--- config.mk ---
export PLATFORM = sky130hd
export DESIGN_NAME = audio_route_ctrl
export DESIGN_NICKNAME = d
export VERILOG_FILES = /design/src/rtl/audio_route_pkg.sv /design/src/rtl/flag_debounce.sv /design/src/rtl/route_fsm.sv /design/src/rtl/audio_route_ctrl.sv
export SDC_FILE = /design/constraint.sdc
export NUM_CORES = 1
export LEC_CHECK = 0
export ABC_AREA = 1
export ABC_CLOCK_PERIOD_IN_PS = 1300
export BUFFER_PORTS_ARGS = -buffer_cell sky130_fd_sc_hd__buf_2
export CAP_MARGIN = 20
export CORE_MARGIN = 3
export CORE_UTILIZATION = 45
export DETAILED_ROUTE_END_ITERATION = 12
export MAX_ROUTING_LAYER = met4
export PLACE_DENSITY_LB_ADDON = 0.12
export SYNTH_ARGS = -nofsm -noshare
export SYNTH_HDL_FRONTEND = slang
export SYNTH_SLANG_ARGS = --single-unit
--- constraint.sdc ---
create_clock -name clk -period 1.3 [get_ports clk]
set_input_delay 0.13 -clock clk [delete_from_list [all_inputs] [get_ports clk]]
set_output_delay 0.13 -clock clk [all_outputs]
set_load 0.02 [all_outputs]
--- src/rtl/audio_route_pkg.sv ---
package audio_route_pkg;

    typedef enum logic [2:0] {
        SRC_MUTE  = 3'd0,
        SRC_LEFT  = 3'd1,
        SRC_RIGHT = 3'd2,
        SRC_SUM   = 3'd3,
        SRC_SAP   = 3'd4,
        SRC_EXT   = 3'd5
    } spk_src_t;

    typedef enum logic [1:0] {
        NR_OFF  = 2'd0,
        NR_DIFF = 2'd1,
        NR_SAP  = 2'd2
    } nr_src_t;

    typedef enum logic [1:0] {
        MS_MAIN_MONO   = 2'd0,
        MS_MAIN_STEREO = 2'd1,
        MS_SAP_PROG    = 2'd2
    } mode_state_t;

    localparam int unsigned FLAG_COUNT = 3;
    localparam int unsigned FLAG_STEREO = 0;
    localparam int unsigned FLAG_SAP    = 1;
    localparam int unsigned FLAG_NOISE  = 2;

endpackage

--- src/rtl/flag_debounce.sv ---
module flag_debounce #(
    parameter int unsigned HOLD_W = 8
) (
    input  logic              clk,
    input  logic              rst_n,
    input  logic [HOLD_W-1:0] hold_count,
    input  logic              raw_flag,
    output logic              clean_flag
);

    localparam int unsigned SYNC_STAGES = 2;

    logic [SYNC_STAGES-1:0] sync_q;
    logic [HOLD_W-1:0]      run_q;
    logic [HOLD_W-1:0]      limit;
    logic                   sync_lvl;

    assign sync_lvl = sync_q[SYNC_STAGES-1];
    assign limit    = (hold_count == '0) ? '0 : hold_count - 1'b1;

    always_ff @(posedge clk or negedge rst_n) begin
        if (!rst_n) begin
            sync_q     <= '0;
            run_q      <= '0;
            clean_flag <= 1'b0;
        end else begin
            sync_q <= {sync_q[SYNC_STAGES-2:0], raw_flag};
            if (sync_lvl != clean_flag) begin
                if (run_q >= limit) begin
                    clean_flag <= sync_lvl;
                    run_q      <= '0;
                end else begin
                    run_q <= run_q + 1'b1;
                end
            end else begin
                run_q <= '0;
            end
        end
    end

    // an accepted level always equals what the synchroniser showed
    p_accept_r2: assert property (@(posedge clk) disable iff (!rst_n)
        !$stable(clean_flag) |-> ($past(sync_lvl) == clean_flag));

endmodule

--- src/rtl/route_fsm.sv ---
module route_fsm
    import audio_route_pkg::*;
(
    input  logic       clk,
    input  logic       rst_n,
    input  logic       stereo_ok,
    input  logic       sap_ok,
    input  logic       noise_ok,
    input  logic       sap_request,
    input  logic       force_mono,
    input  logic       sap_always,
    input  logic       spk_enable,
    input  logic       ext_select,
    output logic [1:0] nr_src,
    output logic [2:0] spk_left_src,
    output logic [2:0] spk_right_src,
    output logic       sap_soft_mute
);

    mode_state_t state_q, state_d;
    logic        mono_q, enable_q, ext_q, soft_q;
    logic        sap_pick, soft_d;
    spk_src_t    left_sel, right_sel;
    nr_src_t     nr_sel;

    always_comb begin
        sap_pick = sap_request && (sap_always || sap_ok);
        soft_d   = sap_pick && (noise_ok || !sap_ok);
        if (sap_pick)
            state_d = MS_SAP_PROG;
        else if (stereo_ok && !force_mono)
            state_d = MS_MAIN_STEREO;
        else
            state_d = MS_MAIN_MONO;
    end

    always_ff @(posedge clk or negedge rst_n) begin
        if (!rst_n) begin
            state_q  <= MS_MAIN_MONO;
            mono_q   <= 1'b0;
            enable_q <= 1'b0;
            ext_q    <= 1'b0;
            soft_q   <= 1'b0;
        end else begin
            state_q  <= state_d;
            mono_q   <= force_mono;
            enable_q <= spk_enable;
            ext_q    <= ext_select;
            soft_q   <= soft_d;
        end
    end

    always_comb begin
        unique case (state_q)
            MS_MAIN_STEREO: begin
                nr_sel    = NR_DIFF;
                left_sel  = SRC_LEFT;
                right_sel = SRC_RIGHT;
            end
            MS_SAP_PROG: begin
                nr_sel    = NR_SAP;
                left_sel  = mono_q ? SRC_SUM : SRC_SAP;
                right_sel = SRC_SAP;
            end
            default: begin
                nr_sel    = NR_OFF;
                left_sel  = SRC_SUM;
                right_sel = SRC_SUM;
            end
        endcase
        if (!enable_q) begin
            left_sel  = SRC_MUTE;
            right_sel = SRC_MUTE;
        end else if (ext_q) begin
            left_sel  = SRC_EXT;
            right_sel = SRC_EXT;
        end
        // Reset value of enable_q mutes the speakers
    end

    assign nr_src        = nr_sel;
    assign spk_left_src  = left_sel;
    assign spk_right_src = right_sel;
    assign sap_soft_mute = soft_q;

    p_mute_r8: assert property (@(posedge clk) disable iff (!rst_n)
        !spk_enable |=> (spk_left_src == SRC_MUTE) && (spk_right_src == SRC_MUTE));

    p_ext_r9: assert property (@(posedge clk) disable iff (!rst_n)
        (spk_enable && ext_select) |=> (spk_left_src == SRC_EXT) && (spk_right_src == SRC_EXT));

    p_sap_sel_r5: assert property (@(posedge clk) disable iff (!rst_n)
        (sap_request && sap_always) |=> (nr_src == NR_SAP));

    p_soft_r7: assert property (@(posedge clk) disable iff (!rst_n)
        sap_soft_mute |-> (nr_src == NR_SAP));

    p_nr_code_r3: assert property (@(posedge clk) disable iff (!rst_n)
        nr_src != 2'd3);

endmodule

--- src/rtl/audio_route_ctrl.sv ---
module audio_route_ctrl
    import audio_route_pkg::*;
#(
    parameter int unsigned HOLD_W = 8
) (
    input  logic              clk,
    input  logic              rst_n,
    input  logic [HOLD_W-1:0] hold_count,
    input  logic              stereo_det,
    input  logic              sap_det,
    input  logic              noise_det,
    input  logic              sap_request,
    input  logic              force_mono,
    input  logic              sap_always,
    input  logic              spk_enable,
    input  logic              ext_select,
    output logic [1:0]        nr_src,
    output logic [2:0]        spk_left_src,
    output logic [2:0]        spk_right_src,
    output logic              sap_soft_mute
);

    logic [FLAG_COUNT-1:0] raw_flags;
    logic [FLAG_COUNT-1:0] clean_flags;

    assign raw_flags[FLAG_STEREO] = stereo_det;
    assign raw_flags[FLAG_SAP]    = sap_det;
    assign raw_flags[FLAG_NOISE]  = noise_det;

    for (genvar g = 0; g < FLAG_COUNT; g++) begin : g_flag
        flag_debounce #(.HOLD_W(HOLD_W)) u_deb (
            .clk        (clk),
            .rst_n      (rst_n),
            .hold_count (hold_count),
            .raw_flag   (raw_flags[g]),
            .clean_flag (clean_flags[g])
        );
    end

    route_fsm u_fsm (
        .clk           (clk),
        .rst_n         (rst_n),
        .stereo_ok     (clean_flags[FLAG_STEREO]),
        .sap_ok        (clean_flags[FLAG_SAP]),
        .noise_ok      (clean_flags[FLAG_NOISE]),
        .sap_request   (sap_request),
        .force_mono    (force_mono),
        .sap_always    (sap_always),
        .spk_enable    (spk_enable),
        .ext_select    (ext_select),
        .nr_src        (nr_src),
        .spk_left_src  (spk_left_src),
        .spk_right_src (spk_right_src),
        .sap_soft_mute (sap_soft_mute)
    );

endmodule

==> flow_summary.toml, run 1 <==
[finish]
post_route_cells_drive_above_1_share_pct = 36.6
antennaDiodeCount = 0
area_growth_syn_to_layout_pct = 43.6
design.final.nets = 419
post-route-cell-area_sq_mm = 0.00353
fill_cells = 424

[synth]
synthTopCellsByArea = "dfrtp_1, ha_1, nand2_1"
synth_fa_ha_area_share_pct = 15.3
post-synth-top-area-fraction_pct = 39.8
synth_cell_type_count = 23
post_syn_area_per_cell_sq_um = 8.38
synth-main-ff-cell = "dfrtp_1"
yosys_warnings = 0
compound_gate_portion_of_the_synthesized_area_pct = 5.15
synth_fp_nets = 341
synth_edf_count = 0
synth_top_cell_by_area = "dfrtp_1"
dominant_combinational_cell_family_by_area_after_synthesis = "simple AND/OR/NAND/NOR gates"
synth_seq_area_share_pct = 39.8
synthSimpleGateAreaFrac_pct = 26.5
synth-seq-cells = 39
synth_xor_xnor_area_share_pct = 6.42
yosysMostFrequentCell = "nand2_1"
synthArstFlopShare_pct = 100
syn-instance-count = 293
synth_area_sq_mm = 0.00245
post_synth_mux_area_share_pct = 0
yosys-top-cells-count = "nand2_1, inv_1, nor2_1"

[floorplan]
die_height_um = 79.9
die_width_um = 79.9
start_util_pct = 47.2
ios = 27
placementRows = 26
floorplan.core_area_sq_mm = 0.00520
die_area_sq_mm = 0.00638

[clock_tree]
cts_sinks = 39
tritoncts = "yes"
buffer_levels_on_the_longest_clock_path = 2
clock_root_buffer = "clkbuf_8"
h-tree-depth = 2
clk_pin_slew_worst_paths_ns = 0.07
insertion_delay_ns = 0.29
cts_made_buffers = 5

[critical_path]
cp-start-kind = "input pin"
worst_r2r_startpoint = "g_flag[2].u_deb.run_q[7]"
cp_data_arrival_time_ns = 1.83
crit-reg2reg-capture = "g_flag[2].u_deb.run_q[5]"
rrSetupSlack_ns = -0.15
criticalPathCategory = "input pin to register"
critPathCaptureType = "register"
critical_path_required_ns = 1.52
timing.reg2reg.worst_path_depth = 5
worst-path-max-fanout = 8

[placed_design]
buffer_ports.inserted = 26
gpl.final_weighted_congestion = 0.875
post_dp_cell_area_sq_mm = 0.00303
dp.final_hpwl_mm = 3.69
dp_slack_ns = -0.714

[worst_hold_path]
worst_hold_startpoint = "sap_always"
hold_class = "input pin to register"
worst_hold_path.endpoint = "u_fsm.state_q[1]"
min_delay_path_depth = 3

[power]
leakage_nw = 1.79
maximum_vdd_ir_drop_uv = 654
p_per_area_mw_per_mm2 = 1070

[sta]
final_worst_setup_slack_ns = -0.309
worstMarginPinSlew_ns = 0.503
post-route-min-period_ns = 1.61
rsz0062_at_grt = "yes"
timing.slew.headroom_pct = 66.5
setup_viol_count_final = 33
finClkSkew_ns = 0.00445
achievable-frequency_mhz = 621
final_cycle_utilization_of_the_critical_path_pct = 124
slew_viol_final = 0
final_hold_viol_count = 0

[detailed_routing]
finalWirelength_mm = 5.42
drtIter0Drc = 65
antenna_violating_nets_post_route = 0
drt-vias-per-instance = 4.69
detail_route.first_pass.iterations = 6
num_vias = 2071
drc_errors = 0
wl_per_cell_um = 12.3

[outcome]
violations = "setup timing"
run_status = "complete, but fails checks"

[grt]
maximum_number_of_pins_on_one_net_before_global_route_repair = 40
grt_antenna_before_repair = 0
grt_first_pass_wirelength_mm = 9.63
via_count_of_the_first_global_routing_pass = 2162
grt_usage_pct = 20.2
overflow = 0

[job]
timing.max_cap.violations = 0
-- cells by family (layout without fill, tap and decap cells) --
group                      Yosys count  after routing
and+or+nand+nor                    140            140
buffers and inverters               45            124
DFF                                 39             39
adders and majority gates           30             30
AOI/OAI and AO/OA                   21             21
xor gates and xnor gates            18             18
-- layer usage --
metal,routed length [um],GRT usage [%]
met5,0,-
met4,89,7.77
met3,142,3.72
met2,2600,32.7
met1,2590,25.1
-- critical path, cell delays in order --
cell,delay [ns]
buf_8,0.09
inv_12,0.03
ha_4,0.15
nand2_4,0.10
inv_6,0.04
buf_4,0.15
nand3_1,0.13
nand3_4,0.13
ha_1,0.22
a21oi_2,0.14
nor2_2,0.06
nor2_4,0.17
nand3_4,0.15
nor2_1,0.12
-- report_power, final --
part           total [mW]  internal, mW  switching (mW)
sequential           1.51          1.38           0.125
clock               0.792         0.377           0.415
combinational        1.48         0.670           0.809
total                3.78          2.43            1.35
-- sequential cells by signal, summed over array words and instances (netlist names) --
signal / cells
u_fsm.ext_q: 1
g_flag.u_deb.clean_flag: 3
u_fsm.state_q: 2
u_fsm.mono_q: 1
u_fsm.enable_q: 1
g_flag.u_deb.sync_q: 6
u_fsm.sap_soft_mute: 1
g_flag.u_deb.run_q: 24
-- cell usage in the layout, fill, tap and decap left out, types with 2 or more instances in the layout --
cell type	n
ha_4	6
dlygate4sd3_1	7
xor2_1	12
o21ai_2	2
nand2_4	2
nor3_2	3
clkbuf_1	2
a21oi_2	4
a21oi_1	2
nand3_1	10
buf_2	16
nor2_1	30
buf_4	37
inv_2	5
buf_6	8
nand2_2	3
o21ai_1	3
ha_1	24
nor3_4	2
nand3_2	5
nand3_4	8
inv_1	35
dfrtp_1	38
nand4_1	3
nor2_4	5
nand2_1	56
nor2_2	12
clkbuf_8	5
xnor2_1	6
a21o_1	3
buf_8	2
-- repair_timing --
item / in CTS / in global routing
setup buffers: 3 / 2
gates resized for setup: 58 / 16
endpoints found under the setup margin: 33 / 34
pin swaps: 24 / 4
hold buffers: 7 / 0
hold endpoints to repair: 46 / 0
-- worst max path at each step --
stage / slack, ns / from / end / cells past startpoint
floorplan: -0.26 / hold_count[1] / g_flag[0].u_deb.run_q[0] / 12
global placement: -0.68 / hold_count[1] / g_flag[1].u_deb.run_q[0] / 14
detailed placement: -0.71 / hold_count[1] / g_flag[1].u_deb.run_q[1] / 15
CTS: -0.28 / hold_count[1] / g_flag[2].u_deb.run_q[5] / 13
global route: -0.42 / hold_count[1] / g_flag[0].u_deb.run_q[4] / 15
finish: -0.31 / hold_count[1] / g_flag[1].u_deb.run_q[1] / 14
-- per-stage QoR --
| step | setup TNS [ns] | hold slack (ns) | power (mW) | std cells | utilization [%] |
|---|---|---|---|---|---|
| floorplan | -6.30 | -0.166 | 2.32 | 293 | - |
| global placement | -17.49 | 0.226 | 2.75 | 422 | 58.2 |
| detailed placement | -18.34 | 0.227 | 2.77 | 422 | 58.2 |
| CTS | -7.56 | 0.126 | 3.75 | 440 | 66.2 |
| global route | -12.54 | 0.209 | 4.11 | 442 | 67.7 |
| finish | -8.93 | 0.127 | 3.78 | 442 | 67.7 |
-- layout make-up --
type                            count  area [sq um]  area share (%)
Timing Repair Buffer               71           568            16.1
Tap cell                           70          87.6            2.48
Clock inverter                      1          5.00           0.142
Clock buffer                        7          76.3            2.16
Sequential cell                    39           977            27.7
Inverter                           45           200            5.68
Multi-Input combinational cell    209          1610            45.7
No activity file was read; power rests on OpenSTA's default activity.
==> run 2: changes to the inputs <==
--- a/config.mk
+++ b/config.mk
@@ -14,6 +14,7 @@
 export DETAILED_ROUTE_END_ITERATION = 12
 export MAX_ROUTING_LAYER = met4
 export PLACE_DENSITY_LB_ADDON = 0.12
+export REMOVE_ABC_BUFFERS = 1
 export SYNTH_ARGS = -nofsm -noshare
 export SYNTH_HDL_FRONTEND = slang
 export SYNTH_SLANG_ARGS = --single-unit
==> run 2 against run 1 <==
  * The run still ends with setup timing left
  * Combinational power increased by 11%
  * Sequential power hardly changed
  * Cell count grew 1.8%
  * Global-route usage is 0.15 points lower
  * Register-to-register slack got worse by 0.06 ns
  * Largest cell class unchanged
  * Largest power group is now combinational logic
  * Highest routed layer unchanged
==> flow_summary.toml, run 2 (synthesis results as in run 1) <==
[sta]
post-route-min-period_ns = 1.68
final_hold_viol_count = 0
achievable-frequency_mhz = 595
setup_viol_count_final = 33
slew_viol_final = 0
final_worst_setup_slack_ns = -0.380
final.hold.worst_slack_ns = 0.150
finClkSkew_ns = 0.0171
totalNegativeSetupSlack_ns = -10.49
worstMarginPinSlew_ns = 0.406
timing.slew.headroom_pct = 72.9
rsz0062_at_grt = "yes"
final_cycle_utilization_of_the_critical_path_pct = 129

[grt]
maximum_number_of_pins_on_one_net_before_global_route_repair = 25
groute.layer.met3.usage_pct = 3.39
global_route.usage.met2_pct = 32.6
overflow = 0
grt_usage_pct = 20.0
grt_antenna_before_repair = 0
global_route.usage.met1_pct = 25.5
grt_first_pass_wirelength_mm = 9.72
grt.busiest_layer = "met2"
via_count_of_the_first_global_routing_pass = 2104

[outcome]
violations = "setup timing"
run_status = "complete, but fails checks"

[worst_hold_path]
hold_class = "input pin to register"

[floorplan]
start_util_pct = 47.2
ios = 27
floorplan.core_area_sq_mm = 0.00520
placementRows = 26
die_width_um = 79.9
die_area_sq_mm = 0.00638
die_height_um = 79.9

[finish]
final_cell_count_no_fill = 450
post_route_cells_drive_above_1_share_pct = 42.9
final_core_utilization_pct = 70.6
largest_register_ffs = 24
final_common_cell = "nand2_1"
layout_common_cells = "nand2_1, buf_4, dfrtp_1"
antennaDiodeCount = 0
design.final.nets = 428
largestRegisters = "g_flag.u_deb.run_q x24, g_flag.u_deb.sync_q x6, g_flag.u_deb.clean_flag x3"
area_growth_syn_to_layout_pct = 49.7
fill_cells = 378
largest-register = "g_flag.u_deb.run_q"

[critical_path]
timing.critical_path.cells = "buf_6 -> inv_6 -> ha_4 -> nand2_4 -> buf_12 -> nor3_4 -> o21ai_1 -> o21ai_1 -> buf_4 -> ha_1 -> nand2_1 -> nor2_1 -> nor2_2 -> nand3_4 -> nor2_1"
cp_data_arrival_time_ns = 1.91
worst-path-max-fanout = 8
cpPeakStageDelay_ns = 0.22
criticalPathCategory = "input pin to register"
critical_path_required_ns = 1.53
critPathCaptureType = "register"
cp-start-kind = "input pin"
rrSetupSlack_ns = -0.21
critical_path.slowest_cell = "ha_1"

[clock_tree]
tritoncts = "yes"
cts_sinks = 39
buffer_levels_on_the_longest_clock_path = 2
h-tree-depth = 2
clock_root_buffer = "clkbuf_8"
insertion_delay_ns = 0.30
clk_pin_slew_worst_paths_ns = 0.08
cts_made_buffers = 5

[placed_design]
buffer_ports.inserted = 26
dp.final_hpwl_mm = 4.05
gpl.final_weighted_congestion = 0.875
dp_cells = 431

[detailed_routing]
wl_per_cell_um = 13.7
antenna_violating_nets_post_route = 0
drtIter0Drc = 31
num_vias = 2179
detail_route.first_pass.iterations = 4
drt-vias-per-instance = 4.84
finalWirelength_mm = 6.14
drc_errors = 0

[job]
timing.max_cap.violations = 0

[power]
p_per_area_mw_per_mm2 = 1070
leakage_nw = 1.84
maximum_vdd_ir_drop_uv = 644
run 2: through the flow:
step	instance area (sq um)	total power [mW]	worst slack, ns
6_report	3680	3.95	-0.380
5_1_grt	3680	4.25	-0.518
4_1_cts	3460	3.80	-0.331
3_5_place_dp	3000	2.76	-1.08
3_3_place_gp	3000	2.73	-0.944
2_1_floorplan	2450	2.27	-0.451
run 2: path summary, 6_finish.rpt:
| kind | end | cells past startpoint | startpoint |
|---|---|---|---|
| max in group asynchronous | u_fsm.state_q[0] | 3 | rst_n |
| worst min-delay path | u_fsm.state_q[1] | 3 | sap_always |
| worst max-delay path | g_flag[2].u_deb.run_q[4] | 15 | hold_count[1] |
| min in group asynchronous | g_flag[2].u_deb.run_q[6] | 2 | rst_n |
| worst max register to register | g_flag[2].u_deb.run_q[4] | 8 | g_flag[2].u_deb.run_q[3] |
| worst min register to register | g_flag[1].u_deb.sync_q[1] | 0 | g_flag[1].u_deb.sync_q[0] |
run 2: timing repair:
action / CTS / global route
hold endpoints to repair: 21 / 0
setup buffers: 1 / 4
pin swaps: 25 / 15
hold buffers: 7 / 0
setup endpoints to repair: 33 / 33
resized for setup: 71 / 43
run 2: final cells by class:
type	count	area, sq um	area share, %
clock inverter	2	13.8	0.374
tap	70	87.6	2.38
inverter	45	179	4.87
sequential	39	977	26.6
multi-input combinational	209	1700	46.2
clock buffer	5	68.8	1.87
timing repair buffer	80	651	17.7
run 2: power by group:
group / internal, mW / total (mW) / switching (mW)
Clock: 0.367 / 0.805 / 0.438
Combinational: 0.732 / 1.64 / 0.903
Sequential: 1.38 / 1.51 / 0.128
run 2: metal layers:
metal / share of wire [%] / vias to the layer above
li1: - / 1113
met2: 52 / 31
met3: 2.8 / 9
met4: 1.6 / 0
met5: 0 / -
met1: 44 / 1026
run 2: worst max-delay path, delay by kind of cell:
kind / cells / cell delay, ns
AOI/OAI and AO/OA: 2 / 0.16
adders and majority gates: 2 / 0.36
buffers and inverters: 4 / 0.45
and+or+nand+nor: 7 / 0.78
